[src/rtl/trl_pkg.sv]
package trl_pkg;

  localparam int ST_W = 2;

  typedef enum logic [ST_W-1:0] {
    LS_OUT      = 2'd0,
    LS_UNUSABLE = 2'd1,
    LS_USABLE   = 2'd2,
    LS_ACTIVE   = 2'd3
  } link_st_e;

  localparam int N_CLASS = 3;
  localparam int CL_ACT  = 0;
  localparam int CL_USB  = 1;
  localparam int CL_UNU  = 2;

endpackage

[src/rtl/trl_class_scan.sv]
module trl_class_scan
  import trl_pkg::*;
#(
  parameter int N_LINKS = 8
) (
  input  logic [N_LINKS*ST_W-1:0] states_i,
  output logic [N_LINKS-1:0]      act_mask_o,
  output logic [N_LINKS-1:0]      usb_mask_o,
  output logic [N_LINKS-1:0]      unu_mask_o
);

  for (genvar k = 0; k < N_LINKS; k++) begin : g_link
    link_st_e st;
    assign st            = link_st_e'(states_i[k*ST_W +: ST_W]);
    assign act_mask_o[k] = (st == LS_ACTIVE);
    assign usb_mask_o[k] = (st == LS_USABLE);
    assign unu_mask_o[k] = (st == LS_UNUSABLE);
  end

endmodule

[src/rtl/trl_low_pick.sv]
module trl_low_pick #(
  parameter int N_LINKS = 8,
  parameter int IDX_W   = 3
) (
  input  logic [N_LINKS-1:0] mask_i,
  output logic               found_o,
  output logic [IDX_W-1:0]   idx_o
);

  always_comb begin
    found_o = 1'b0;
    idx_o   = '0;
    for (int i = N_LINKS - 1; i >= 0; i--) begin
      if (mask_i[i]) begin
        found_o = 1'b1;
        idx_o   = IDX_W'(i);
      end
    end
  end

endmodule

[src/rtl/trl_reselect_ctrl.sv]
module trl_reselect_ctrl
  import trl_pkg::*;
#(
  parameter int N_LINKS = 8,
  parameter int IDX_W   = 3
) (
  input  logic [N_LINKS*ST_W-1:0] states_i,
  input  logic [N_LINKS-1:0]      act_mask_i,
  input  logic [N_LINKS-1:0]      usb_mask_i,
  input  logic                    ref_valid_i,
  input  logic [IDX_W-1:0]        ref_idx_i,
  input  link_st_e                ref_st_q_i,
  output logic                    trig_o
);

  link_st_e           ref_now;
  logic [N_LINKS-1:0] ref_oh;
  logic               other_act;
  logic               other_use;
  logic               left_active;
  logic               left_usable;

  assign ref_now   = link_st_e'(states_i[ref_idx_i*ST_W +: ST_W]);
  assign ref_oh    = N_LINKS'(1) << ref_idx_i;
  assign other_act = |(act_mask_i & ~ref_oh);
  assign other_use = |((act_mask_i | usb_mask_i) & ~ref_oh);

  // Active -> anything lower
  assign left_active = (ref_st_q_i == LS_ACTIVE) && (ref_now != LS_ACTIVE);
  // Usable -> Unusable or out of group
  assign left_usable = (ref_st_q_i == LS_USABLE) &&
                       ((ref_now == LS_UNUSABLE) || (ref_now == LS_OUT));

  assign trig_o = ref_valid_i &&
                  ((left_active && other_act) || (left_usable && other_use));

endmodule

[src/rtl/trl_selector.sv]
module trl_selector
  import trl_pkg::*;
#(
  parameter int N_LINKS = 8,
  localparam int IDX_W  = (N_LINKS > 1) ? $clog2(N_LINKS) : 1
) (
  input  logic                    clk,
  input  logic                    rst,
  input  logic                    start_i,
  input  logic [N_LINKS*ST_W-1:0] link_state_i,
  output logic [IDX_W-1:0]        ref_idx_o,
  output logic                    ref_valid_o,
  output logic                    ref_chg_o
);

  logic [N_LINKS-1:0] cls_mask  [N_CLASS];
  logic               cls_found [N_CLASS];
  logic [IDX_W-1:0]   cls_idx   [N_CLASS];

  trl_class_scan #(.N_LINKS(N_LINKS)) u_scan (
    .states_i   (link_state_i),
    .act_mask_o (cls_mask[CL_ACT]),
    .usb_mask_o (cls_mask[CL_USB]),
    .unu_mask_o (cls_mask[CL_UNU])
  );

  for (genvar c = 0; c < N_CLASS; c++) begin : g_pick
    trl_low_pick #(.N_LINKS(N_LINKS), .IDX_W(IDX_W)) u_pick (
      .mask_i  (cls_mask[c]),
      .found_o (cls_found[c]),
      .idx_o   (cls_idx[c])
    );
  end

  link_st_e ref_st_q;
  logic     trig;

  trl_reselect_ctrl #(.N_LINKS(N_LINKS), .IDX_W(IDX_W)) u_ctrl (
    .states_i    (link_state_i),
    .act_mask_i  (cls_mask[CL_ACT]),
    .usb_mask_i  (cls_mask[CL_USB]),
    .ref_valid_i (ref_valid_o),
    .ref_idx_i   (ref_idx_o),
    .ref_st_q_i  (ref_st_q),
    .trig_o      (trig)
  );

  logic             any_member;
  logic [IDX_W-1:0] best_idx;
  logic             do_pick;
  logic [IDX_W-1:0] idx_d;
  logic             valid_d;
  logic             chg_d;

  assign any_member = cls_found[CL_ACT] | cls_found[CL_USB] | cls_found[CL_UNU];
  assign do_pick    = start_i | trig;

  always_comb begin
    if (cls_found[CL_ACT])      best_idx = cls_idx[CL_ACT];
    else if (cls_found[CL_USB]) best_idx = cls_idx[CL_USB];
    else                        best_idx = cls_idx[CL_UNU];
  end

  always_comb begin
    idx_d   = ref_idx_o;
    valid_d = ref_valid_o;
    chg_d   = 1'b0;
    if (!any_member) begin
      valid_d = 1'b0;
    end else if (do_pick) begin
      idx_d   = best_idx;
      valid_d = 1'b1;
      chg_d   = (best_idx != ref_idx_o) || !ref_valid_o;
    end
  end

  always_ff @(posedge clk) begin
    if (rst) begin
      ref_idx_o   <= '0;
      ref_valid_o <= 1'b0;
      ref_chg_o   <= 1'b0;
      ref_st_q    <= LS_OUT;
    end else begin
      ref_idx_o   <= idx_d;
      ref_valid_o <= valid_d;
      ref_chg_o   <= chg_d;
      ref_st_q    <= link_st_e'(link_state_i[idx_d*ST_W +: ST_W]);
    end
  end

endmodule

[config.mk]
export PLATFORM = sky130hd
export DESIGN_NAME = trl_selector
export DESIGN_NICKNAME = d
export VERILOG_FILES = /design/src/rtl/trl_pkg.sv /design/src/rtl/trl_class_scan.sv /design/src/rtl/trl_low_pick.sv /design/src/rtl/trl_reselect_ctrl.sv /design/src/rtl/trl_selector.sv
export SDC_FILE = /design/constraint.sdc
export NUM_CORES = 1
export LEC_CHECK = 0
export BUFFER_PORTS_ARGS = -buffer_cell sky130_fd_sc_hd__buf_4
export CORE_MARGIN = 4
export CORE_UTILIZATION = 55
export DETAILED_ROUTE_END_ITERATION = 7
export GPL_TIMING_DRIVEN = 0
export PLACE_DENSITY = 0.87
export SYNTH_ARGS = -nofsm -noshare
export SYNTH_HDL_FRONTEND = slang
export SYNTH_SLANG_ARGS = --single-unit
[constraint.sdc]
create_clock -name clk -period 3.3 [get_ports clk]
set_input_delay 0.33 -clock clk [delete_from_list [all_inputs] [get_ports clk]]
set_output_delay 0.33 -clock clk [all_outputs]
set_load 0.01 [all_outputs]
Word level (Yosys, flattened, before mapping) --
Cells that the tools add are included.
Cells by class: $add $sub $neg 0, multiply operators 0, div/mod/pow operators 0, $lt $le $gt $ge 0, equality and inequality tests 29, shift-type cells 3, muxes and demuxes 52, bitwise gates (word level) 9, reduce and logical (&&, ||, !) cells 14
Operators by type and width (count):
- 3-bit two-way mux | 28
- 2-bit equality test, second input constant | 18
- 16-bit by 5-bit indexed part select with 2-bit output | 2
- 1-bit two-way mux | 24
- 2-bit by 1-bit equality test with 1-bit output, second input constant | 9
- 8-bit bitwise AND | 2
- 8-bit OR reduction | 2
- 8-bit inverter | 1
- 8-bit bitwise OR | 1
- 1-bit by 3-bit << shifter with 8-bit output, first input constant | 1
- 1-bit logical AND | 5
- 1-bit logical OR | 3
- 3-bit inequality test | 1
- 1-bit bitwise OR | 3
- 3-bit OR reduction | 1
- 2-bit zero test | 1
- 2-bit inequality test, second input constant | 1
- 1-bit inverter | 2
- 2-bit OR reduction | 1
- 1-bit zero test | 1
Storage, ports and cells: register bits 7, latch bits 0, bits in writable memories 0, bits in read-only memories 0, output and inout bits 5, memories kept 0

Logic depth before layout (Yosys ltp) --
depth in word-level cells 14, depth in mapped cells 12

Cells and area by module --
Synthesis repeated with hierarchy kept, for this count alone.
Second synthesis, totals: cells, all modules 150, area total of the unflattened synthesis 1312.5 sq um
Modules (own cells, without submodules):
- trl_selector | times used 1, cells an instance 51, area an instance 513.0 sq um
- trl_reselect_ctrl | times used 1, cells an instance 36, area an instance 359.1 sq um
- trl_low_pick | times used 3, cells an instance 13, area an instance 80.1 sq um
- trl_class_scan | times used 1, cells an instance 24, area an instance 200.2 sq um

Worst setup path before layout --
Ideal clock, no wire load.
path type reg2reg, from register ref_idx_o[0], to register ref_st_q[1], library setup time 122 ps, arrival 2622 ps, data required time 3178 ps, path slack 556 ps, stages on the path, launching flop included 12, buffers on the path 2, path through dfxtp_1 > buf_6 > buf_6 > o31a_1 > o22ai_1 > o21ai_1 > o311a_1 > o31ai_4 > mux2i_4 > mux2i_1 > nor2_1 > o311a_1
Between the ends: cells in the longest elaborated chain, start to end 11
Ends and longest elaborated chain:
- start: declaration | RTL line trl_selector.sv:11 | output logic [IDX_W-1:0] ref_idx_o,
- start signal: assignment | RTL line trl_selector.sv:84 | ref_idx_o <= idx_d;
- 16-bit by 5-bit indexed part select with 2-bit output or 1-bit by 3-bit << shifter with 8-bit output (tied branches) | RTL line trl_reselect_ctrl.sv:23, trl_reselect_ctrl.sv:24
- 2-bit by 1-bit equality test with 1-bit output, or another cell as far along | RTL line trl_reselect_ctrl.sv:32 | ((ref_now == LS_UNUSABLE) || (ref_now == LS_OUT));
- 1-bit logical OR, or another cell as far along | RTL line trl_reselect_ctrl.sv:32
- 1-bit logical AND, or another cell as far along | RTL line trl_reselect_ctrl.sv:31 | assign left_usable = (ref_st_q_i == LS_USABLE) &&
- 1-bit logical AND | RTL line trl_reselect_ctrl.sv:35 | ((left_active && other_act) || (left_usable && other_use));
- 1-bit logical OR | RTL line trl_reselect_ctrl.sv:35
- 1-bit logical AND | RTL line trl_reselect_ctrl.sv:34 | assign trig_o = ref_valid_i &&
- 1-bit bitwise OR | RTL line trl_selector.sv:56 | assign do_pick = start_i | trig;
- 3-bit two-way mux | RTL line trl_selector.sv:70 | end else if (do_pick) begin
- 3-bit two-way mux (*) | RTL line trl_selector.sv:68 | if (!any_member) begin
- 16-bit by 5-bit indexed part select with 2-bit output (*) | RTL line trl_selector.sv:87 | ref_st_q <= link_st_e'(link_state_i[idx_d*ST_W +: ST_W]);
- end signal: assignment | RTL line trl_selector.sv:87
- end: declaration | RTL line trl_selector.sv:35 | link_st_e ref_st_q;
Every way passes the cells marked *; elsewhere a longest branch is shown, timed or not. A chain may end at the register's enable or synchronous reset.

Final worst setup path --
from register ref_idx_o[2], to register ref_st_q[0]
Same word-level chain as after synthesis.

==> results.cfg <==
[run_status]
status = finished clean

[timing]
setup_viol = 0
fin_crit_sh = 0.961
slew_violations = 0
timing.hold.ws_ns = 0.278
grt_setup_unrepaired = false
final.setup.tns_ns = 0
tightest_slew_ns = 0.588
finalCriticalPeriod_ns = 3.17
max_freq_ghz = 0.315
skew_ns = 0.000676
slew-limit-headroom = 0.608
hold_violations = 0

[final_layout]
post-route-util = 0.722
drive_gt1_frac = 0.229
nets = 212
antennaDiodeCount = 0
syn_to_final_growth_pct = 20.2

[floorplanning]
rows = 16
core_um2 = 2040
fp.dieArea_um2 = 3050
io_pins = 24
initial_core_util = 0.601
dieHeight_um = 55.2
die_width_um = 55.2

[routing]
wl_per_cell_um = 19.2
firstDrtPassIters = 5
via_per_inst = 7.05
final_antenna_net_count = 0
wl_um = 4200
route.detailed.drc = 0
drtIter0Drc = 120
num_vias = 1543

[synthesis]
ys_seq_elements = 7
syn_area_um2 = 1230
synth_adder_area_share = 0
synthTopCellsByArea = dfxtp_1 (11%), mux4_2 (7.3%), nor2b_1 (6.6%)
syn_area_per_cell_um2 = 7.53
synth_top_area_cell = dfxtp_1
synth_top_family_by_area = simple AND/OR/NAND/NOR gates
muxShareOfSynthArea = 0.175
synth-xor-area-share = 0.0214
synth_fp_nets = 182
synth_compound_area_frac = 0.308
synth_edf_count = 0
synth_top_area_frac = 0.114
yosysWarnings = 0
yosys.area_share.simple = 0.327
synth_cell_types = 50
synthArstFlopShare = 0
synthCells = 163
yosysSeqAreaShare = 0.114
synthFlopType = dfxtp_1

[worst_hold_path]
whs_path_depth = 2
hold_class = input pin to flip-flop

[worst_setup_path]
worstPathMaxFanout = 10
critPathCaptureType = flip-flop
r2r-end = ref_st_q[0]$_SDFF_PP0_
crit_start = ref_idx_o[2]$_SDFF_PP0_
critPathRequiredTime_ns = 3.45
crit_arrival_ns = 3.32
r2r_setup_slack_ns = 0.13
reg2reg_from = ref_idx_o[2]$_SDFF_PP0_
critical_path_class = flip-flop to flip-flop
setup.worst_path.end = ref_st_q[0]$_SDFF_PP0_
critPathLaunchType = flip-flop
ff2ff_path_depth = 11

[global_route]
grt_antenna_before_repair = 0
grt_usage = 0.260
grt_overflow = 0
grt_pass1_wl_um = 6540
grt_pass1_vias = 1422
grt_max_degree = 11

[power_and_ir_drop]
p_per_area_nw_per_um2 = 297
peakVddDrop_mv = 0.321
p_leak_nw = 0.599

[clocking]
cts_resized = 0
cts_buffers = 3
cts_setup_buffers = 0
cts_sinks = 7
clk_pin_slew_worst_paths_ns = 0.05
cts_tree = done
root_buffer = clkbuf_4
cts_max_level = 1
clockBufferDepth = 2
clk_latency_ns = 0.26
holdBufCountCts = 0

[placed_design]
place_hpwl_um = 3120
finalWeightedCongestion = 0.975
port_buffers = 22

[flow_run]
cap_violations = 0
worst max-delay path: stages, from the launching register on:
cell	delay, ns
dfxtp_1	0.46
clkbuf_1	0.50
nor3b_1	0.26
o22ai_1	0.12
a21oi_1	0.15
a21oi_1	0.15
o31ai_4	0.32
mux2i_4	0.40
buf_4	0.19
mux2i_1	0.23
nor2_1	0.06
o211a_1	0.21
synth_stat cells (2+ instances only):
| cell type | count |
|---|---|
| o2111ai_1 | 2 |
| mux4_2 | 4 |
| buf_2 | 2 |
| or2_2 | 2 |
| dfxtp_1 | 7 |
| o311a_1 | 2 |
| nor3_1 | 3 |
| nand2_1 | 15 |
| o22ai_1 | 4 |
| nand3b_1 | 2 |
| a21oi_1 | 6 |
| buf_6 | 2 |
| nor2_1 | 13 |
| o211ai_1 | 3 |
| nand3_1 | 5 |
| mux2i_1 | 8 |
| and2_1 | 2 |
| clkbuf_1 | 3 |
| inv_1 | 4 |
| o21ai_0 | 11 |
| nor2b_1 | 13 |
| a31oi_1 | 3 |
| nand4_1 | 3 |
| xor2_1 | 2 |
| nor3b_1 | 3 |
| a211oi_1 | 4 |
| nand2b_1 | 11 |
| mux2_2 | 2 |
state kept, by name (all words and copies together) (netlist names):
| signal | count |
|---|---|
| ref_chg_o | 1 |
| ref_idx_o | 3 |
| ref_st_q | 2 |
| ref_valid_o | 1 |
metal layers:
layer / wire length (µm) / track usage / part of all wire
met1: 1570 / 0.336 / 0.37
met2: 1950 / 0.409 / 0.46
met3: 449 / 0.0536 / 0.11
met4: 227 / 0.125 / 0.054
met5: 0 / 0 / 0
through the flow:
step	total power, W	setup slack (ns)	cell area (µm²)	std cells
floorplan	0.000265	0.556	1230	163
global placement	0.000330	0.264	1430	212
detailed placement	0.000338	0.167	1430	212
CTS	0.000422	0.218	1450	216
global route	0.000461	0.00198	1480	219
finish	0.000438	0.129	1480	219
power breakdown:
group | internal, W | switching (W)
registers | 0.0000941 | 0.00000606
logic | 0.000116 | 0.000139
clock network | 0.0000465 | 0.0000364
total | 0.000256 | 0.000181
placed cells by master, fill, tap and decap left out, types with 2 or more instances in the layout:
cell type / Yosys / final
and2_1: 2 / 2
o311a_1: 2 / 2
clkbuf_1: 3 / 4
nor3_1: 3 / 3
buf_2: 2 / 2
dfxtp_1: 7 / 7
clkbuf_4: 0 / 3
a21oi_1: 6 / 6
a31oi_1: 3 / 3
a211oi_1: 4 / 4
o21ai_0: 11 / 11
nand2b_1: 11 / 11
inv_1: 4 / 4
nor2b_1: 13 / 13
nand4_1: 3 / 3
nand2_1: 15 / 15
nor3b_1: 3 / 3
o22ai_1: 4 / 4
nand3_1: 5 / 5
o2111ai_1: 2 / 2
nor2_1: 13 / 13
buf_6: 2 / 2
mux2_2: 2 / 2
buf_4: 1 / 26
nand3b_1: 2 / 2
mux4_2: 4 / 4
or2_2: 2 / 2
xor2_1: 2 / 2
mux2i_1: 8 / 8
o211ai_1: 3 / 3
cell type report:
class / instances / area (µm²)
plain buffers: 8 / 51.3
flip-flops and latches: 7 / 140
clock buffers: 4 / 26.3
inverters: 4 / 15.0
well taps: 27 / 33.8
fillers: 175 / 567
multi-input cells: 144 / 1020
repair buffers: 25 / 188
cell families after synthesis:
kind of cell,after synthesis
AO/OA/AOI/OAI,51
XOR/XNOR,3
buffers and inverters,12
flip-flops,7
multiplexers,15
AND/OR/NAND/NOR,75
how the worst min path moves through the flow:
stage / from / slack, ns / endpoint
2_1_floorplan: rst / 0.40 / ref_valid_o$_SDFFE_PP0N_
3_3_place_gp: ref_valid_o$_SDFFE_PP0N_ / 0.47 / ref_chg_o$_SDFF_PP0_
3_5_place_dp: ref_valid_o$_SDFFE_PP0N_ / 0.48 / ref_chg_o$_SDFF_PP0_
4_1_cts: rst / 0.27 / ref_idx_o[0]$_SDFF_PP0_
5_1_grt: rst / 0.28 / ref_idx_o[1]$_SDFF_PP0_
6_report: rst / 0.28 / ref_idx_o[1]$_SDFF_PP0_
(Power assumes the default switching activity.)
